===== src/rtl/hdlc_af_pkg.sv =====
package hdlc_af_pkg;

  typedef enum logic [1:0] {
    AM_ONE  = 2'b00,
    AM_TWO  = 2'b01,
    AM_HIGH = 2'b10,
    AM_RSV  = 2'b11
  } addr_mode_e;

  typedef enum logic [1:0] {
    ST_IDLE,
    ST_ADDR2,
    ST_PASS,
    ST_DROP
  } rx_state_e;

  localparam int IDX_W = 3;

endpackage


===== src/rtl/hdlc_af_match.sv =====
module hdlc_af_match #(
  parameter int DW = 8,
  parameter int N  = 2,
  localparam int SW = (N > 1) ? $clog2(N) : 1
) (
  input  logic [DW-1:0]   val,
  input  logic [N*DW-1:0] cmp,
  input  logic [DW-1:0]   mask,
  output logic            any,
  output logic [SW-1:0]   sel
);

  logic [N-1:0] hit;

  for (genvar i = 0; i < N; i++) begin : g_cmp
    assign hit[i] = ((val ^ cmp[i*DW +: DW]) & ~mask) == '0;
  end

  // lowest entry wins
  always_comb begin
    sel = '0;
    for (int i = N - 1; i >= 0; i--) begin
      if (hit[i]) sel = SW'(i);
    end
  end

  assign any = |hit;

endmodule


===== src/rtl/hdlc_af_ctrl.sv =====
module hdlc_af_ctrl
  import hdlc_af_pkg::*;
#(
  parameter int             DW      = 8,
  parameter logic [DW-1:0]  GRP_VAL = 8'hFE,
  parameter int             CR_BIT  = 1,
  localparam int            IW      = IDX_W
) (
  input  logic          clk,
  input  logic          rst,
  input  logic          in_valid,
  input  logic [DW-1:0] in_data,
  input  logic          in_sof,
  input  logic          in_eof,
  input  logic [1:0]    cfg_mode,
  input  logic          cfg_cr_excl,
  input  logic [DW-1:0] cfg_hi_a,
  input  logic [DW-1:0] cfg_hi_b,
  input  logic [DW-1:0] cfg_lo_a,
  input  logic [DW-1:0] cfg_lo_b,
  input  logic [DW-1:0] cfg_hi_mask,
  input  logic [DW-1:0] cfg_lo_mask,
  output logic          fwd_en,
  output logic [DW-1:0] fwd_data,
  output logic          close_frm,
  output logic [DW-1:0] stat_byte,
  output logic          res_valid,
  output logic          res_accept,
  output logic          res_short,
  output logic [IW-1:0] res_idx,
  output logic          res_cr
);

  localparam logic [DW-1:0] CR_ONLY = {{(DW-1){1'b0}}, 1'b1} << CR_BIT;

  addr_mode_e    mode;
  rx_state_e     st;
  logic          is_two;
  logic          first;
  logic [DW-1:0] hi_q;
  logic [DW-1:0] hi_src;
  logic [DW-1:0] hi_mask_eff;
  logic          grp_hit, hi_any, hi_sel, lo_any, lo_sel, hi_ok;
  logic [1:0]    hi_code;
  logic          cr_hi;
  logic          dec_now, dec_ok, dec_cr, short_now, pass_byte;
  logic [IW-1:0] dec_idx;
  logic [IW-1:0] idx_q;
  logic          cr_q;
  logic [IW-1:0] sel_idx;
  logic          sel_cr;

  assign mode   = addr_mode_e'(cfg_mode);
  assign is_two = (mode == AM_TWO) || (mode == AM_RSV);
  assign first  = in_valid && in_sof;

  // high byte is held from the first byte in two-byte mode
  assign hi_src      = is_two ? hi_q : in_data;
  assign hi_mask_eff = cfg_hi_mask | (cfg_cr_excl ? CR_ONLY : '0);
  assign grp_hit     = (hi_src | CR_ONLY) == GRP_VAL;

  hdlc_af_match #(.DW(DW), .N(2)) i_hi_match (
    .val  (hi_src),
    .cmp  ({cfg_hi_b, cfg_hi_a}),
    .mask (hi_mask_eff),
    .any  (hi_any),
    .sel  (hi_sel)
  );

  hdlc_af_match #(.DW(DW), .N(2)) i_lo_match (
    .val  (in_data),
    .cmp  ({cfg_lo_b, cfg_lo_a}),
    .mask (cfg_lo_mask),
    .any  (lo_any),
    .sel  (lo_sel)
  );

  assign hi_ok   = grp_hit || hi_any;
  assign hi_code = grp_hit ? 2'd0 : (hi_sel ? 2'd2 : 2'd1);
  assign cr_hi   = cfg_cr_excl && hi_src[CR_BIT];

  always_comb begin
    dec_ok  = 1'b0;
    dec_idx = '0;
    dec_cr  = 1'b0;
    case (mode)
      AM_ONE: begin
        dec_ok  = lo_any;
        dec_idx = {2'b00, lo_sel};
        dec_cr  = lo_sel;
      end
      AM_HIGH: begin
        dec_ok  = hi_ok;
        dec_idx = {1'b0, hi_code};
        dec_cr  = cr_hi;
      end
      default: begin
        dec_ok  = hi_ok && lo_any;
        dec_idx = {hi_code, lo_sel};
        dec_cr  = cr_hi;
      end
    endcase
  end

  assign dec_now   = in_valid && (first ? !is_two : (st == ST_ADDR2));
  assign short_now = first && in_eof && is_two;
  assign pass_byte = in_valid && !first && (st == ST_PASS);

  assign fwd_en    = pass_byte;
  assign fwd_data  = in_data;
  assign close_frm = in_valid && in_eof && (pass_byte || (dec_now && dec_ok));

  assign sel_idx   = dec_now ? dec_idx : idx_q;
  assign sel_cr    = dec_now ? dec_cr  : cr_q;
  assign stat_byte = {{(DW-IW-1){1'b0}}, sel_cr, sel_idx};

  always_ff @(posedge clk) begin
    if (rst) begin
      st         <= ST_IDLE;
      hi_q       <= '0;
      idx_q      <= '0;
      cr_q       <= 1'b0;
      res_valid  <= 1'b0;
      res_accept <= 1'b0;
      res_short  <= 1'b0;
      res_idx    <= '0;
      res_cr     <= 1'b0;
    end else begin
      res_valid <= dec_now || short_now;
      if (dec_now) begin
        res_accept <= dec_ok;
        res_short  <= 1'b0;
        res_idx    <= dec_ok ? dec_idx : '0;
        res_cr     <= dec_ok ? dec_cr  : 1'b0;
        idx_q      <= dec_idx;
        cr_q       <= dec_cr;
      end else if (short_now) begin
        res_accept <= 1'b0;
        res_short  <= 1'b1;
        res_idx    <= '0;
        res_cr     <= 1'b0;
      end
      if (in_valid) begin
        if (first) begin
          hi_q <= in_data;
          if (is_two) st <= in_eof ? ST_IDLE : ST_ADDR2;
          else        st <= in_eof ? ST_IDLE : (dec_ok ? ST_PASS : ST_DROP);
        end else begin
          case (st)
            ST_ADDR2: st <= in_eof ? ST_IDLE : (dec_ok ? ST_PASS : ST_DROP);
            ST_PASS, ST_DROP: if (in_eof) st <= ST_IDLE;
            default: ;
          endcase
        end
      end
    end
  end


  short_reject_chk: assert property (@(posedge clk) disable iff (rst)
    res_valid && res_short |-> !res_accept);


  short_report_chk: assert property (@(posedge clk) disable iff (rst)
    in_valid && in_sof && in_eof && is_two |=> res_valid && res_short);


  one_byte_idx_chk: assert property (@(posedge clk) disable iff (rst)
    in_valid && in_sof && mode == AM_ONE |=> res_valid && res_idx < 3'd2);


  high_decide_chk: assert property (@(posedge clk) disable iff (rst)
    in_valid && in_sof && mode == AM_HIGH |=> res_valid && !res_short);

endmodule


===== src/rtl/hdlc_af_wrport.sv =====
module hdlc_af_wrport #(
  parameter int DW = 8
) (
  input  logic          clk,
  input  logic          rst,
  input  logic          fwd_en,
  input  logic [DW-1:0] fwd_data,
  input  logic          close_frm,
  input  logic [DW-1:0] stat_byte,
  output logic          wr_en,
  output logic [DW-1:0] wr_data
);

  logic          pend_q;
  logic [DW-1:0] stat_q;

  always_ff @(posedge clk) begin
    if (rst) begin
      pend_q  <= 1'b0;
      stat_q  <= '0;
      wr_en   <= 1'b0;
      wr_data <= '0;
    end else begin
      pend_q <= close_frm;
      stat_q <= stat_byte;
      if (pend_q) begin
        wr_en   <= 1'b1;
        wr_data <= stat_q;
      end else begin
        wr_en <= fwd_en;
        if (fwd_en) wr_data <= fwd_data;
      end
    end
  end


  status_slot_chk: assert property (@(posedge clk) disable iff (rst)
    $past(close_frm, 2) && !$past(rst, 1) && !$past(rst, 2)
      |-> wr_en && wr_data == $past(stat_byte, 2));


  fwd_slot_chk: assert property (@(posedge clk) disable iff (rst)
    fwd_en && !pend_q |=> wr_en && wr_data == $past(fwd_data));

endmodule


===== src/rtl/hdlc_addr_filter.sv =====
module hdlc_addr_filter
  import hdlc_af_pkg::*;
#(
  parameter int            DW      = 8,
  parameter logic [DW-1:0] GRP_VAL = 8'hFE,
  parameter int            CR_BIT  = 1
) (
  input  logic          clk,
  input  logic          rst,
  input  logic          in_valid,
  input  logic [DW-1:0] in_data,
  input  logic          in_sof,
  input  logic          in_eof,
  input  logic [1:0]    cfg_mode,
  input  logic          cfg_cr_excl,
  input  logic [DW-1:0] cfg_hi_a,
  input  logic [DW-1:0] cfg_hi_b,
  input  logic [DW-1:0] cfg_lo_a,
  input  logic [DW-1:0] cfg_lo_b,
  input  logic [DW-1:0] cfg_hi_mask,
  input  logic [DW-1:0] cfg_lo_mask,
  output logic          fifo_wr_en,
  output logic [DW-1:0] fifo_wr_data,
  output logic          res_valid,
  output logic          res_accept,
  output logic          res_short,
  output logic [2:0]    res_idx,
  output logic          res_cr
);

  logic          fwd_en;
  logic [DW-1:0] fwd_data;
  logic          close_frm;
  logic [DW-1:0] stat_byte;

  hdlc_af_ctrl #(.DW(DW), .GRP_VAL(GRP_VAL), .CR_BIT(CR_BIT)) i_ctrl (
    .clk         (clk),
    .rst         (rst),
    .in_valid    (in_valid),
    .in_data     (in_data),
    .in_sof      (in_sof),
    .in_eof      (in_eof),
    .cfg_mode    (cfg_mode),
    .cfg_cr_excl (cfg_cr_excl),
    .cfg_hi_a    (cfg_hi_a),
    .cfg_hi_b    (cfg_hi_b),
    .cfg_lo_a    (cfg_lo_a),
    .cfg_lo_b    (cfg_lo_b),
    .cfg_hi_mask (cfg_hi_mask),
    .cfg_lo_mask (cfg_lo_mask),
    .fwd_en      (fwd_en),
    .fwd_data    (fwd_data),
    .close_frm   (close_frm),
    .stat_byte   (stat_byte),
    .res_valid   (res_valid),
    .res_accept  (res_accept),
    .res_short   (res_short),
    .res_idx     (res_idx),
    .res_cr      (res_cr)
  );

  hdlc_af_wrport #(.DW(DW)) i_wrport (
    .clk       (clk),
    .rst       (rst),
    .fwd_en    (fwd_en),
    .fwd_data  (fwd_data),
    .close_frm (close_frm),
    .stat_byte (stat_byte),
    .wr_en     (fifo_wr_en),
    .wr_data   (fifo_wr_data)
  );

endmodule


===== config.mk =====
export PLATFORM = sky130hd
export DESIGN_NAME = hdlc_addr_filter
export DESIGN_NICKNAME = d
export VERILOG_FILES = /design/src/rtl/hdlc_af_pkg.sv /design/src/rtl/hdlc_af_match.sv /design/src/rtl/hdlc_af_ctrl.sv /design/src/rtl/hdlc_af_wrport.sv /design/src/rtl/hdlc_addr_filter.sv
export SDC_FILE = /design/constraint.sdc
export NUM_CORES = 1
export LEC_CHECK = 0
export BUFFER_PORTS_ARGS = -buffer_cell sky130_fd_sc_hd__buf_4
export CORE_ASPECT_RATIO = 0.5
export CORE_MARGIN = 2
export CORE_UTILIZATION = 45
export CTS_BUF_LIST = sky130_fd_sc_hd__clkbuf_8
export CTS_CLUSTER_SIZE = 24
export DETAILED_ROUTE_END_ITERATION = 6
export GPL_TIMING_DRIVEN = 0
export PLACE_DENSITY = 0.79
export SYNTH_ARGS = -nofsm -noshare
export SYNTH_HDL_FRONTEND = slang
export SYNTH_SLANG_ARGS = --single-unit

===== constraint.sdc =====
create_clock -name clk -period 3 [get_ports clk]
set_clock_uncertainty 0.2 [all_clocks]
set_input_delay 0.45 -clock clk [delete_from_list [all_inputs] [get_ports clk]]
set_output_delay 0.45 -clock clk [all_outputs]
set_load 0.02 [all_outputs]

# After elaboration in Yosys (flattened, before gate mapping)
# Index checks and enable logic that the tools add are counted.
# word_totals
input_bits	64
ramBits	0
rom_bits	0
latchBits	0
mem_count	0
out_inout_bits	16
reg_bits	39
# classes
reduce_logical	31
n_div	0
n_mul	0
magnitude_cmp	0
n_mux	31
add_sub_neg	0
n_shift	0
bitwise	11
eq_ne	8
# ops
cell	count
$and 8x8->8	4
$logic_not 8->1	4
$xor 8x8->8	4
$mux 8	3
$not 8->8	2
$mux 1	14
$mux 2	7
$mux 3	4
$logic_and 1x1->1	11
$eq 2x2->1 const B	4
$or 8x8->8	1
$reduce_or 2->1	4
$eq 7x7->1 const B	1
$pmux 3 s2	1
$eq 2x1->1 const B	2
$logic_or 1x1->1	4
$pmux 2 s2	1
$reduce_bool 2->1	2
$ne 3x2->1 const B	1
$reduce_and 3->1	1
$reduce_bool 3->1	1
$logic_not 1->1	2
$logic_not 2->1	1
$pmux 1 s2	1
$reduce_and 2->1	1

# Depth between registers and ports, before layout
# Gate-level depths: netlist of run 1.
# logic_depth
word_depth	14
mapped_depth	10

# By module
# From an unflattened synthesis of run 1, not the netlist that was laid out.
# unflattened
cells_unflattened	255
area_unflattened_um2	2413.6
# by_module_without_submodules
mod	cells_per_inst	area_per_inst_um2	instances	seq_area_each_um2
hdlc_af_ctrl	142	1288.7	1	420.4
hdlc_af_wrport	57	681.9	1	360.3
hdlc_af_match	28	221.5	2	0.0

# Worst setup path before layout of run 1
# Ideal clock, no wire load.
# synth_path
kind	input port to flip-flop
startpoint	input cfg_mode[0]
endpoint	register i_ctrl.res_idx[0]
cell_stages	10
setup_time_ps	84
required_time_ps	2716
t_arrival_ps	2347
setup_slack_ps	369
path_cell_list	buf_6 -> buf_8 -> mux2i_4 -> xor2_1 -> o22ai_1 -> or4_4 -> buf_6 -> and4_4 -> nand4b_4 -> o31ai_2
# synth_via
elab_chain_cells	13
# synth_lines
element	line_no	text
start, declared	hdlc_addr_filter.sv:14	input logic [1:0] cfg_mode,
$eq 2x1->1 / $eq 2x2->1 (equally long branches)	hdlc_af_ctrl.sv:54	assign is_two = (mode == AM_TWO) || (mode == AM_RSV);
$logic_or 1x1->1	hdlc_af_ctrl.sv:54	
$mux 8	hdlc_af_ctrl.sv:58	assign hi_src = is_two ? hi_q : in_data;
$xor 8x8->8	hdlc_af_match.sv:16	assign hit[i] = ((val ^ cmp[i*DW +: DW]) & ~mask) == '0;
$and 8x8->8	hdlc_af_match.sv:16	
$logic_not 8->1	hdlc_af_match.sv:16	
$mux 1 (2 in a row)	hdlc_af_match.sv:23	if (hit[i]) sel = SW'(i);
$mux 2 (2 in a row)	hdlc_af_ctrl.sv:79	assign hi_code = grp_hit ? 2'd0 : (hi_sel ? 2'd2 : 2'd1);
$pmux 3 s2	hdlc_af_ctrl.sv:86	case (mode)
$mux 3	hdlc_af_ctrl.sv:133	res_idx <= dec_ok ? dec_idx : '0;
$mux 3	hdlc_af_ctrl.sv:130	if (dec_now) begin
end signal, assigned	hdlc_af_ctrl.sv:133	
end, declared	hdlc_af_ctrl.sv:30	output logic [IW-1:0] res_idx,
# Several ways; a longest one is shown, not always the timed one.
# A chain may end at the register's enable or synchronous reset.

# Final worst setup path of run 1
# layout_path
startpoint	input in_data[3]
endpoint	register i_ctrl.res_cr
# layout_via
elab_chain_cells	10
# layout_lines
element	line_no	text
start, declared	hdlc_addr_filter.sv:11	input logic [DW-1:0] in_data,
$mux 8	hdlc_af_ctrl.sv:58	
$xor 8x8->8	hdlc_af_match.sv:16	
$and 8x8->8	hdlc_af_match.sv:16	
$logic_not 8->1	hdlc_af_match.sv:16	
$reduce_or 2->1	hdlc_af_match.sv:27	assign any = |hit;
$logic_or 1x1->1	hdlc_af_ctrl.sv:78	assign hi_ok = grp_hit || hi_any;
$logic_and 1x1->1	hdlc_af_ctrl.sv:98	dec_ok = hi_ok && lo_any;
$pmux 1 s2	hdlc_af_ctrl.sv:86	
$mux 1 (*)	hdlc_af_ctrl.sv:134	res_cr <= dec_ok ? dec_cr : 1'b0;
$mux 1 (*)	hdlc_af_ctrl.sv:130	
end signal, assigned	hdlc_af_ctrl.sv:134	
end, declared	hdlc_af_ctrl.sv:31	output logic res_cr
# Every way passes the cells marked *; elsewhere a longest branch is shown, timed or not.

==> results of run 1 <==
[cell type report]
class / count / area [um^2]
Tap cell: 57 / 71.3
Fill cell: 404 / 1640
Clock buffer: 5 / 68.8
Clock inverter: 3 / 20.0
Buffer: 19 / 97.6
Timing Repair Buffer: 71 / 533
Multi-Input combinational cell: 196 / 1300
Inverter: 2 / 7.51
Sequential cell: 31 / 621
[cells by family after synthesis]
group                  after synthesis
buffers and inverters               21
multiplexers                        22
AO/OA/AOI/OAI                       55
flip-flops                          31
XOR/XNOR                            26
AND/OR/NAND/NOR                     93
[state kept, by name, summed over array words and instances (netlist names)]
register           cells
i_ctrl.hi_q            8
i_wrport.wr_data       8
i_ctrl.res_idx         3
i_wrport.stat_q        3
i_ctrl.st              2
i_ctrl.cr_q            1
i_ctrl.res_accept      1
i_ctrl.res_cr          1
i_ctrl.res_short       1
i_ctrl.res_valid       1
i_wrport.pend_q        1
i_wrport.wr_en         1
[worst max-delay path by stage]
| stage | to | slack [ns] | start |
|---|---|---|---|
| after floorplan | i_ctrl.res_idx[0] | 0.37 | cfg_mode[0] |
| after global placement | i_ctrl.res_idx[0] | 0.19 | in_data[6] |
| after detailed placement | i_ctrl.res_cr | 0.15 | in_data[6] |
| after CTS | i_ctrl.res_cr | 0.43 | cfg_mode[0] |
| after global routing | i_ctrl.res_idx[0] | 0.26 | in_data[4] |
| final | i_ctrl.res_cr | 0.34 | in_data[3] |
[report_power, final]
group | internal, mW | total, mW | switching, mW
logic | 0.136 | 0.271 | 0.135
registers | 0.424 | 0.433 | 0.00885
clock network | 0.161 | 0.329 | 0.168
[layout by cell type, fill, tap and decap left out, drive strengths merged, types with 7 or more instances in the layout]
master and count:
a21oi 24, nor2b 8, buf 74, nor3 7, nor2 26, xor2 10, o22ai 11, xnor2 16
mux2i 22, clkbuf 21, nand2 27, dfxtp 31
[worst max-delay path: cells and delay by family]
kind | cells | cell delay [ns]
and+or+nand+nor | 3 | 1.06
xor gates and xnor gates | 1 | 0.17
buffers and inverters | 1 | 0.34
AOI/OAI and AO/OA | 3 | 0.62
[cells in the mapped netlist (3+ instances only)]
library cell | count | area share
a21oi_1 | 24 | 0.059
nand2b_1 | 3 | 0.0093
nor2_1 | 26 | 0.048
xor2_1 | 10 | 0.043
a211oi_1 | 3 | 0.011
dfxtp_1 | 31 | 0.31
nor3b_1 | 3 | 0.011
nor3_1 | 7 | 0.017
mux2i_1 | 19 | 0.094
nand2_1 | 27 | 0.050
xnor2_1 | 16 | 0.069
nand4b_1 | 4 | 0.017
nand4_1 | 3 | 0.0093
clkbuf_1 | 16 | 0.030
o22ai_1 | 11 | 0.034
o21ai_0 | 3 | 0.0074
nor2b_1 | 8 | 0.025
[per-layer routing]
metal	vias up	share of wire	wire length [um]
met5	-	0	0
met2	64	0.48	2830
met4	0	0.015	86
li1	1033	-	-
met1	1009	0.44	2610
met3	10	0.060	354
[per-stage QoR]
step | cells | hold WS, ns | setup WS (ns)
6_report | 384 | 0.264 | 0.345
4_1_cts | 384 | 0.266 | 0.427
3_3_place_gp | 376 | 0.245 | 0.192
3_5_place_dp | 376 | 0.248 | 0.146
2_1_floorplan | 248 | 0.249 | 0.369
5_1_grt | 384 | 0.280 | 0.261
==> impl_metrics.prom, run 1 <==
# TYPE chip_impl_metric gauge
chip_impl_info{name="end_kind",value="flip-flop"} 1
chip_impl_metric{name="synth_area_per_cell",unit="um^2"} 8.17
chip_impl_metric{name="grt_overflow_total",unit=""} 0
chip_impl_metric{name="global_route_wire_length_before_repair",unit="um"} 9600
chip_impl_metric{name="longest_individual_stage_delay_on_the_worst_path",unit="ns"} 0.72
chip_impl_metric{name="pins_over_slew_limit",unit=""} 0
chip_impl_metric{name="timing.final.crit_share",unit=""} 0.885
chip_impl_metric{name="setup.reg_to_reg.worst_slack",unit="ns"} 0.47
chip_impl_info{name="outcome",value="completed"} 1
chip_impl_info{name="timing.rr.start",value="i_ctrl.hi_q[2]"} 1
chip_impl_metric{name="yosysWarnings",unit=""} 0
chip_impl_metric{name="async_flop_share",unit=""} 0
chip_impl_metric{name="postSynthCellCount",unit=""} 248
chip_impl_metric{name="finalCoreUtilization",unit=""} 0.624
chip_impl_metric{name="path_clk_slew",unit="ns"} 0.07
chip_impl_metric{name="cellLeakagePower",unit="nW"} 1.12
chip_impl_metric{name="final-hold-violation-count",unit=""} 0
chip_impl_metric{name="drt-wirelength-per-cell",unit="um"} 15.3
chip_impl_info{name="root_cell_of_the_clock_tree",value="clkbuf_8"} 1
chip_impl_metric{name="area_fraction_in_compound_gates_after_synthesis",unit=""} 0.172
chip_impl_metric{name="cts.repair_timing.setup_buffer_count",unit=""} 0
chip_impl_metric{name="arrival",unit="ns"} 2.65
chip_impl_metric{name="worstPathRequired",unit="ns"} 2.99
chip_impl_metric{name="drive_gt1_frac",unit=""} 0.284
chip_impl_metric{name="drc",unit=""} 0
chip_impl_info{name="tritoncts",value="done"} 1
chip_impl_metric{name="numCtsBuffers",unit=""} 5
chip_impl_metric{name="period_minus_slack",unit="ns"} 2.66
chip_impl_metric{name="layout.nets",unit=""} 390
chip_impl_metric{name="power_density",unit="nW/um^2"} 380
chip_impl_info{name="worst_path_max_delay_cell",value="nor4_1"} 1
chip_impl_metric{name="synth-seq-cells",unit=""} 31
chip_impl_metric{name="hpwlAfterDp",unit="um"} 4630
chip_impl_metric{name="synthesis.area",unit="um^2"} 2030
chip_impl_metric{name="final_antenna_violating_net_count",unit=""} 0
chip_impl_metric{name="dr.first_iter.drc_count",unit=""} 78
chip_impl_metric{name="die_width",unit="um"} 98.9
chip_impl_metric{name="synth_nets",unit=""} 312
chip_impl_metric{name="timing.setup.tns",unit="ns"} 0
chip_impl_metric{name="start_util",unit=""} 0.465
chip_impl_info{name="timing.critical_path.cells",value="clkbuf_1, xnor2_1, o22ai_1, nor4_1, nor2_1, a21oi_1, nand4b_4, o31ai_2"} 1
chip_impl_metric{name="grt_antenna_before_repair",unit=""} 0
chip_impl_metric{name="cts_buffer_depth",unit=""} 2
chip_impl_metric{name="tightestPinTransition",unit="ns"} 0.825
chip_impl_metric{name="io_pins",unit=""} 80
chip_impl_info{name="dominant_register_cell_in_the_synthesized_netlist",value="dfxtp_1"} 1
chip_impl_metric{name="via_count",unit=""} 2116
chip_impl_info{name="criticalPathCategory",value="input pin to flip-flop"} 1
chip_impl_metric{name="core_area",unit="um^2"} 4360
chip_impl_metric{name="cts_hold_buf",unit=""} 0
chip_impl_metric{name="clock_latency",unit="ns"} 0.29
chip_impl_metric{name="holdPathStages",unit=""} 3
chip_impl_metric{name="y_dimension_of_the_die",unit="um"} 51.5
chip_impl_metric{name="globalRouteMet1Util",unit=""} 0.312
chip_impl_info{name="worst_setup_path_start_kind",value="input pin"} 1
chip_impl_metric{name="clock_sinks",unit=""} 31
chip_impl_metric{name="num_rows",unit=""} 17
chip_impl_info{name="globalRoute.busiestLayer",value="met2"} 1
chip_impl_metric{name="vdd_drop_max",unit="V"} 0.000223
chip_impl_metric{name="die_area",unit="um^2"} 5090
chip_impl_info{name="worst_r2r_endpoint",value="i_ctrl.res_cr"} 1
chip_impl_metric{name="max_cap_viol_count",unit=""} 0
chip_impl_metric{name="power.total",unit="mW"} 1.03
chip_impl_metric{name="number_of_enable_flip_flop_cells_after_synthesis",unit=""} 0
chip_impl_metric{name="adder_cell_share_of_the_synthesized_area",unit=""} 0
chip_impl_info{name="min_delay_worst_endpoint",value="i_ctrl.hi_q[0]"} 1
chip_impl_metric{name="grtUsageMet3",unit=""} 0.0520
chip_impl_metric{name="post_dp_cell_area",unit="um^2"} 2630
chip_impl_metric{name="fmaxAchievable",unit="MHz"} 377
chip_impl_metric{name="cts.htree.levels",unit=""} 2
chip_impl_metric{name="grt_util_met2",unit=""} 0.400
chip_impl_metric{name="drtPass1Iterations",unit=""} 4
chip_impl_metric{name="globalRouteTotalUtil",unit=""} 0.240
chip_impl_metric{name="routability_congestion",unit=""} 0.821
chip_impl_metric{name="worst-path-max-fanout",unit=""} 6
chip_impl_metric{name="cts_resized",unit=""} 0
chip_impl_metric{name="drt-vias-per-instance",unit=""} 5.51
chip_impl_info{name="grt_setup_unrepaired",value="no"} 1
chip_impl_info{name="synth_top_family_by_area",value="simple AND/OR/NAND/NOR gates"} 1
chip_impl_metric{name="antenna_cells_inserted",unit=""} 0
chip_impl_metric{name="yosys.area_share.xor_xnor",unit=""} 0.112
chip_impl_metric{name="detail_route.wirelength",unit="um"} 5880
chip_impl_metric{name="vias_in_the_first_global_route",unit=""} 2037
chip_impl_metric{name="io_buffer_count",unit=""} 71
chip_impl_metric{name="grt_start_max_net_pins",unit=""} 12
chip_impl_metric{name="synth_simple_gate_area_frac",unit=""} 0.239
chip_impl_metric{name="synth.lib_cells_used.distinct",unit=""} 42
chip_impl_metric{name="final_cell_area",unit="um^2"} 2720
chip_impl_info{name="min-delay-start",value="in_data[0]"} 1
chip_impl_metric{name="remaining_max_slew_budget_at_the_tightest_pin",unit=""} 0.445
chip_impl_metric{name="synth.mux.area_fraction",unit=""} 0.119
chip_impl_info{name="hold_class",value="input pin to flip-flop"} 1
chip_impl_metric{name="area_growth_synth_to_finish",unit="%"} 34.2
chip_impl_metric{name="finalSetupViolations",unit=""} 0
chip_impl_metric{name="worst_r2r_path_depth",unit=""} 8
chip_impl_metric{name="synth.yosys.seq_area_share",unit=""} 0.306
Power figures use the tool's default switching activity.
==> inputs of run 2 (changes only) <==
--- a/config.mk
+++ b/config.mk
@@ -5,6 +5,7 @@
 export SDC_FILE = /design/constraint.sdc
 export NUM_CORES = 1
 export LEC_CHECK = 0
+export ABC_AREA = 1
 export BUFFER_PORTS_ARGS = -buffer_cell sky130_fd_sc_hd__buf_4
 export CORE_ASPECT_RATIO = 0.5
 export CORE_MARGIN = 2
@@ -13,7 +14,7 @@
 export CTS_CLUSTER_SIZE = 24
 export DETAILED_ROUTE_END_ITERATION = 6
 export GPL_TIMING_DRIVEN = 0
-export PLACE_DENSITY = 0.79
+export PLACE_DENSITY = 0.78
 export SYNTH_ARGS = -nofsm -noshare
 export SYNTH_HDL_FRONTEND = slang
 export SYNTH_SLANG_ARGS = --single-unit
==> run 2 against run 1 <==
Effect of this change: register-to-register slack better by 0.64 ns; combinational power is 6% higher; cell count is 36% higher; via count is 25% higher; global-route usage is 0.14 points higher; sequential power hardly changed; sequential cell count stayed put; die area is 8.1% higher; setup slack better by 0.59 ns; largest cell class unchanged; largest power group is now the clock network.
==> impl_metrics.prom, run 2 <==
# TYPE chip_impl_metric gauge
chip_impl_metric{name="finalSetupViolations",unit=""} 0
chip_impl_metric{name="timing.final.crit_share",unit=""} 0.687
chip_impl_info{name="layout_top_registers",value="i_ctrl.hi_q (8), i_wrport.wr_data (8)"} 1
chip_impl_metric{name="worst_r2r_path_depth",unit=""} 13
chip_impl_info{name="timing.rr.start",value="i_ctrl.hi_q[7]"} 1
chip_impl_metric{name="core_area",unit="um^2"} 4550
chip_impl_metric{name="cts_hold_buf",unit=""} 0
chip_impl_metric{name="via_count",unit=""} 2644
chip_impl_metric{name="numCtsBuffers",unit=""} 5
chip_impl_metric{name="routability_congestion",unit=""} 0.899
chip_impl_metric{name="period_minus_slack",unit="ns"} 2.06
chip_impl_metric{name="cts_buffer_depth",unit=""} 2
chip_impl_metric{name="setup.reg_to_reg.worst_slack",unit="ns"} 1.11
chip_impl_metric{name="global_route_wire_length_before_repair",unit="um"} 10100
chip_impl_info{name="outcome",value="completed"} 1
chip_impl_metric{name="final-hold-violation-count",unit=""} 0
chip_impl_metric{name="hpwlAfterDp",unit="um"} 5280
chip_impl_info{name="critPathMostFrequentCell",value="nand2_1"} 1
chip_impl_metric{name="clock_latency",unit="ns"} 0.29
chip_impl_info{name="criticalPathCategory",value="input pin to flip-flop"} 1
chip_impl_info{name="tritoncts",value="done"} 1
chip_impl_metric{name="drt-vias-per-instance",unit=""} 5.07
chip_impl_metric{name="vdd_drop_max",unit="V"} 0.000245
chip_impl_info{name="critPathCapture",value="i_wrport.stat_q[1]"} 1
chip_impl_metric{name="timing.setup.tns",unit="ns"} 0
chip_impl_metric{name="grt_start_max_net_pins",unit=""} 11
chip_impl_metric{name="synth_area_per_cell",unit="um^2"} 5.95
chip_impl_metric{name="synth.yosys.seq_area_share",unit=""} 0.282
chip_impl_info{name="synth_top_cells_by_count",value="nand2_1, nor2_1, inv_1, nand3_1, dfxtp_1"} 1
chip_impl_metric{name="fmaxAchievable",unit="MHz"} 485
chip_impl_metric{name="remaining_max_slew_budget_at_the_tightest_pin",unit=""} 0.684
chip_impl_metric{name="synthesis.area",unit="um^2"} 2200
chip_impl_info{name="timing.critical_path.cells",value="buf_4, inv_2, buf_6, nand2_4, nand2_1, nand2_1, nand3_1, nand2_1, inv_1, nand2_1, nor2_2, nand2_1, nand3_1, nand2_1, o21bai_1, inv_1"} 1
chip_impl_info{name="worstSetupStartpoint",value="cfg_mode[0]"} 1
chip_impl_metric{name="tightestPinTransition",unit="ns"} 0.474
chip_impl_metric{name="number_of_enable_flip_flop_cells_after_synthesis",unit=""} 0
chip_impl_metric{name="cellLeakagePower",unit="nW"} 1.59
chip_impl_metric{name="max_cap_viol_count",unit=""} 0
chip_impl_info{name="final_cell_mix",value="nand2_1, buf_4, inv_1, nor2_1, nand3_1"} 1
chip_impl_metric{name="yosysWarnings",unit=""} 0
chip_impl_metric{name="area_growth_synth_to_finish",unit="%"} 36.0
chip_impl_metric{name="synth.lib_cells_used.distinct",unit=""} 31
chip_impl_metric{name="io_pins",unit=""} 80
chip_impl_metric{name="layout.nets",unit=""} 518
chip_impl_info{name="worst_setup_path_start_kind",value="input pin"} 1
chip_impl_metric{name="longest_individual_stage_delay_on_the_worst_path",unit="ns"} 0.17
chip_impl_metric{name="drive_gt1_frac",unit=""} 0.240
chip_impl_metric{name="detail_route.wirelength",unit="um"} 6400
chip_impl_metric{name="die_area",unit="um^2"} 5500
chip_impl_metric{name="grt_antenna_before_repair",unit=""} 0
chip_impl_metric{name="postSynthCellCount",unit=""} 370
chip_impl_info{name="dominant_register_cell_in_the_synthesized_netlist",value="dfxtp_1"} 1
chip_impl_metric{name="vias_in_the_first_global_route",unit=""} 2316
chip_impl_metric{name="die_width",unit="um"} 103
chip_impl_info{name="root_cell_of_the_clock_tree",value="clkbuf_8"} 1
chip_impl_metric{name="path_clk_slew",unit="ns"} 0.07
chip_impl_metric{name="worstPathRequired",unit="ns"} 2.98
chip_impl_metric{name="cts.repair_timing.setup_buffer_count",unit=""} 0
chip_impl_metric{name="layout_setup_ws",unit="ns"} 0.939
chip_impl_info{name="synth_top_cell_by_area",value="dfxtp_1"} 1
chip_impl_info{name="worst_path_max_delay_cell",value="buf_6"} 1
chip_impl_metric{name="power.total",unit="mW"} 1.21
chip_impl_metric{name="num_rows",unit=""} 17
chip_impl_metric{name="synth_nets",unit=""} 434
chip_impl_metric{name="arrival",unit="ns"} 2.04
chip_impl_metric{name="async_flop_share",unit=""} 0
chip_impl_metric{name="synth_top_area_frac",unit=""} 0.282
chip_impl_metric{name="clock_sinks",unit=""} 31
chip_impl_info{name="worst_r2r_endpoint",value="i_wrport.stat_q[1]"} 1
chip_impl_metric{name="dr.first_iter.drc_count",unit=""} 162
chip_impl_metric{name="y_dimension_of_the_die",unit="um"} 53.5
chip_impl_metric{name="cts.htree.levels",unit=""} 2
chip_impl_info{name="hold_class",value="input pin to flip-flop"} 1
chip_impl_metric{name="start_util",unit=""} 0.484
chip_impl_metric{name="cts_resized",unit=""} 0
chip_impl_metric{name="pins_over_slew_limit",unit=""} 0
chip_impl_metric{name="drc",unit=""} 0
chip_impl_metric{name="place_worst_setup_slack",unit="ns"} 0.698
chip_impl_info{name="grt_setup_unrepaired",value="no"} 1
chip_impl_info{name="synthMostInstantiatedCell",value="nand2_1"} 1
chip_impl_metric{name="globalRouteTotalUtil",unit=""} 0.242
chip_impl_metric{name="drtPass1Iterations",unit=""} 5
chip_impl_metric{name="power_density",unit="nW/um^2"} 404
chip_impl_metric{name="worst-path-max-fanout",unit=""} 10
chip_impl_metric{name="grt_overflow_total",unit=""} 0
chip_impl_metric{name="finalCoreUtilization",unit=""} 0.658
chip_impl_info{name="end_kind",value="flip-flop"} 1
chip_impl_metric{name="io_buffer_count",unit=""} 77
chip_impl_info{name="layout.cells.most_common",value="nand2_1"} 1
chip_impl_metric{name="antenna_cells_inserted",unit=""} 0
chip_impl_info{name="post_synth_main_area_contributors",value="dfxtp_1, nand2_1, nor2_1"} 1
chip_impl_metric{name="drt-wirelength-per-cell",unit="um"} 12.3
chip_impl_metric{name="synth-seq-cells",unit=""} 31
chip_impl_metric{name="final_antenna_violating_net_count",unit=""} 0
-- run 2: layout make-up --
class / instances / area (um^2)
fillers: 433 / 1560
multi-input cells: 278 / 1340
flip-flops and latches: 31 / 621
repair buffers: 77 / 578
inverters: 54 / 203
well taps: 66 / 82.6
clock buffers: 5 / 68.8
clock inverters: 3 / 63.8
plain buffers: 7 / 42.5
-- run 2: stage by stage --
stage / cells / area [um^2] / hold WS, ns
3_3_place_gp: 513 / 2860 / 0.251
5_1_grt: 521 / 2990 / 0.264
6_report: 521 / 2990 / 0.251
2_1_floorplan: 370 / 2200 / 0.242
3_5_place_dp: 513 / 2860 / 0.259
4_1_cts: 521 / 2990 / 0.244
-- run 2: worst max-delay path, delay by kind of cell --
| kind | cells | cell delay [ns] |
|---|---|---|
| buf+inv | 5 | 0.54 |
| compound gates | 1 | 0.17 |
| simple gates | 10 | 0.86 |
-- run 2: worst min path at each step --
stage | slack, ns | to | startpoint | cells past startpoint
after CTS | 0.24 | i_wrport.pend_q | in_eof | 3
after global routing | 0.26 | i_wrport.pend_q | in_eof | 3
after floorplan | 0.24 | i_wrport.stat_q[2] | i_wrport.stat_q[2] | 2
after detailed placement | 0.26 | i_wrport.wr_data[6] | i_wrport.wr_data[6] | 2
after global placement | 0.25 | i_wrport.wr_data[5] | i_wrport.wr_data[5] | 2
final | 0.25 | i_wrport.pend_q | in_eof | 3
-- run 2: power breakdown --
group	leakage [nW]	switching (mW)	internal, mW
Clock	0.0695	0.163	0.329
Sequential	0.252	0.00719	0.425
Combinational	1.27	0.163	0.123
Total	1.59	0.333	0.877
-- run 2: kinds of logic after synthesis --
| group | synth area share |
|---|---|
| AO/OA/AOI/OAI | 0.153 |
| AND/OR/NAND/NOR | 0.446 |
| flip-flops | 0.282 |
| XOR/XNOR | 0.00796 |
| buffers and inverters | 0.111 |
-- run 2: layer usage --
| metal | track usage | share of wire |
|---|---|---|
| met1 | 0.307 | 0.43 |
| met2 | 0.417 | 0.47 |
| met3 | 0.0515 | 0.085 |
| met4 | 0.0702 | 0.0072 |
| met5 | 0 | 0 |
==> inputs of run 3 (changes only) <==
==> constraint.sdc (replaced) <==
create_clock -name clk -period 1.9 [get_ports clk]
set_clock_uncertainty 0.2 [all_clocks]
set_input_delay 0.285 -clock clk [delete_from_list [all_inputs] [get_ports clk]]
set_output_delay 0.285 -clock clk [all_outputs]
set_load 0.02 [all_outputs]
==> run 3 against run 2 <==
Effect of this change: register-to-register slack got worse by 0.98 ns; count of clock-buffer cells in the layout unchanged; final area grew 1.4%; sequential share of layout area down 0.12 points; clock power up 56%; first-iteration DRC count decreased by 11%; die area did not move; sequential cell count unchanged; worst hold slack worse by 0.16 ns; cell count is the same; total power up 58%; via count decreased by 1.6%; highest routed layer unchanged.
==> impl_metrics.prom, run 3 (synthesis gave the netlist of run 2 again) <==
# TYPE chip_impl_metric gauge
chip_impl_metric{name="tightestPinTransition",unit="ns"} 0.464
chip_impl_metric{name="power.share.combinational",unit=""} 0.241
chip_impl_metric{name="max_cap_viol_count",unit=""} 0
chip_impl_metric{name="io_buffer_count",unit=""} 77
chip_impl_metric{name="cts_buffer_depth",unit=""} 2
chip_impl_metric{name="fmaxAchievable",unit="MHz"} 566
chip_impl_metric{name="area_growth_synth_to_finish",unit="%"} 37.9
chip_impl_metric{name="met2RoutedLength",unit="um"} 3090
chip_impl_metric{name="cts.htree.levels",unit=""} 2
chip_impl_metric{name="via_count",unit=""} 2602
chip_impl_metric{name="route.met3.wl",unit="um"} 479
chip_impl_metric{name="power_density",unit="nW/um^2"} 631
chip_impl_metric{name="grt_start_max_net_pins",unit=""} 11
chip_impl_metric{name="worst-path-max-fanout",unit=""} 4
chip_impl_info{name="critPathMostFrequentCell",value="nand2_1"} 1
chip_impl_metric{name="arrival",unit="ns"} 1.74
chip_impl_info{name="timing.critical_path.cells",value="nand2_2, nand2_2, nand2_1, nand3_1, nand2_1, inv_1, nand2_1, nor2_4, nand2_1, nand3_1, nand2_2, o21bai_1, inv_1"} 1
chip_impl_metric{name="hold_slack",unit="ns"} 0.0909
chip_impl_info{name="layout_top_registers",value="i_ctrl.hi_q (8), i_wrport.wr_data (8)"} 1
chip_impl_metric{name="antenna_cells_inserted",unit=""} 0
chip_impl_info{name="highest-signal-layer",value="met4"} 1
chip_impl_metric{name="die_area",unit="um^2"} 5500
chip_impl_metric{name="final-hold-violation-count",unit=""} 0
chip_impl_metric{name="longest_individual_stage_delay_on_the_worst_path",unit="ns"} 0.34
chip_impl_metric{name="n_fill_cell",unit=""} 426
chip_impl_metric{name="drc",unit=""} 0
chip_impl_metric{name="start_util",unit=""} 0.484
chip_impl_metric{name="cellLeakagePower",unit="nW"} 1.59
chip_impl_info{name="end_kind",value="flip-flop"} 1
chip_impl_metric{name="layout.nets",unit=""} 518
chip_impl_info{name="grt_setup_unrepaired",value="yes"} 1
chip_impl_metric{name="finalSetupViolations",unit=""} 0
chip_impl_metric{name="seq_power_share",unit=""} 0.358
chip_impl_metric{name="multi_input_gate_area",unit="um^2"} 1370
chip_impl_metric{name="clock_sinks",unit=""} 31
chip_impl_info{name="root_cell_of_the_clock_tree",value="clkbuf_8"} 1
chip_impl_metric{name="globalRouteTotalUtil",unit=""} 0.242
chip_impl_metric{name="y_dimension_of_the_die",unit="um"} 53.5
chip_impl_metric{name="dr.first_iter.drc_count",unit=""} 144
chip_impl_info{name="criticalPathCategory",value="flip-flop to flip-flop"} 1
chip_impl_metric{name="timing.final.crit_share",unit=""} 0.930
chip_impl_metric{name="period_minus_slack",unit="ns"} 1.77
chip_impl_metric{name="cts.repair_timing.setup_buffer_count",unit=""} 0
chip_impl_metric{name="clock_latency",unit="ns"} 0.28
chip_impl_metric{name="sequential_cell_area_in_the_final_layout",unit="um^2"} 626
chip_impl_metric{name="met1_wl",unit="um"} 2860
chip_impl_metric{name="internal_power",unit="mW"} 1.39
chip_impl_metric{name="io_pins",unit=""} 80
chip_impl_metric{name="vias_in_the_first_global_route",unit=""} 2316
chip_impl_metric{name="grt_antenna_before_repair",unit=""} 0
chip_impl_metric{name="global_route_wire_length_before_repair",unit="um"} 10100
chip_impl_metric{name="hpwlAfterDp",unit="um"} 5280
chip_impl_metric{name="path_clk_slew",unit="ns"} 0.07
chip_impl_metric{name="drive_gt1_frac",unit=""} 0.270
chip_impl_metric{name="layout_setup_ws",unit="ns"} 0.134
chip_impl_metric{name="drt-wirelength-per-cell",unit="um"} 12.4
chip_impl_metric{name="num_rows",unit=""} 17
chip_impl_metric{name="remaining_max_slew_budget_at_the_tightest_pin",unit=""} 0.691
chip_impl_metric{name="critical_path.n_buffers_inverters",unit=""} 2
chip_impl_info{name="worst_setup_path_start_kind",value="flip-flop"} 1
chip_impl_info{name="outcome",value="completed"} 1
chip_impl_metric{name="cts_hold_buf",unit=""} 0
chip_impl_metric{name="drtPass1Iterations",unit=""} 5
chip_impl_metric{name="final_antenna_violating_net_count",unit=""} 0
chip_impl_metric{name="grt_overflow_total",unit=""} 0
chip_impl_metric{name="routability_congestion",unit=""} 0.899
chip_impl_metric{name="setup.reg_to_reg.worst_slack",unit="ns"} 0.13
chip_impl_info{name="final_cell_mix",value="nand2_1, buf_4, inv_1, nor2_1, nand3_1"} 1
chip_impl_metric{name="detail_route.wirelength",unit="um"} 6470
chip_impl_metric{name="power.clock.fraction",unit=""} 0.401
chip_impl_info{name="hold_class",value="input pin to flip-flop"} 1
chip_impl_metric{name="die_width",unit="um"} 103
chip_impl_metric{name="place_worst_setup_slack",unit="ns"} -0.237
chip_impl_metric{name="vdd_drop_max",unit="V"} 0.000388
chip_impl_metric{name="core_area",unit="um^2"} 4550
chip_impl_metric{name="worstPathRequired",unit="ns"} 1.88
chip_impl_metric{name="switching_fraction",unit=""} 0.274
chip_impl_metric{name="pins_over_slew_limit",unit=""} 0
chip_impl_info{name="cp_top_family",value="simple AND/OR/NAND/NOR gates"} 1
chip_impl_info{name="worst_path_max_delay_cell",value="dfxtp_2"} 1
chip_impl_info{name="tritoncts",value="done"} 1
chip_impl_metric{name="power.total",unit="mW"} 1.92
chip_impl_metric{name="p_sw",unit="uW"} 525
chip_impl_info{name="layout.cells.most_common",value="nand2_1"} 1
chip_impl_metric{name="drt-vias-per-instance",unit=""} 4.99
chip_impl_metric{name="numCtsBuffers",unit=""} 5
[run 3: cell counts in the layout (fill, tap and decap cells not counted)]
Identical to the previous run, type by type.
[run 3: what timing repair did]
action                                  4_1_cts  5_1_grt
hold endpoints to repair                      0        0
gates resized for setup                       0       17
endpoints found under the setup margin        0        8
[run 3: power by group through the flow]
stage	clock (mW)	combinational [mW]	sequential, mW
6_report	0.768	0.462	0.685
2_1_floorplan	0	0.250	0.702
5_1_grt	0.810	0.513	0.687
3_5_place_dp	0	0.445	0.697
4_1_cts	0.785	0.447	0.683
3_3_place_gp	0	0.431	0.697
[run 3: worst min-delay path: stages]
cell     delay [ns]
buf_4          0.12
nand3_1        0.09
a21oi_2        0.03
[run 3: final cells by class]
class / instances / area share
clock inverters: 3 / 0.0210
clock buffers: 5 / 0.0227
multi-input cells: 278 / 0.450
flip-flops and latches: 31 / 0.206
well taps: 66 / 0.0272
repair buffers: 77 / 0.190
inverters: 54 / 0.0676
plain buffers: 7 / 0.0153
[run 3: final timing paths]
kind,startpoint,end,depth (start not counted)
max,i_ctrl.hi_q[7],i_wrport.stat_q[1],13
min,in_eof,i_wrport.pend_q,3
max reg2reg,i_ctrl.hi_q[7],i_wrport.stat_q[1],13
min reg2reg,i_wrport.wr_data[6],i_wrport.wr_data[6],2
[run 3: per-stage QoR]
stage / utilization / cells / area (um^2) / setup TNS, ns
after detailed placement: 0.629 / 513 / 2860 / -1.33
final: 0.667 / 521 / 3040 / 0
after CTS: 0.658 / 521 / 2990 / 0
after floorplan: - / 370 / 2200 / 0
after global placement: 0.629 / 513 / 2860 / -1.01
after global routing: 0.667 / 521 / 3040 / -0.00344
[run 3: per-layer routing]
metal	GRT usage	vias up
li1	-	1344
met1	0.307	1166
met2	0.417	86
met3	0.0515	6
met4	0.0702	0
met5	0	-
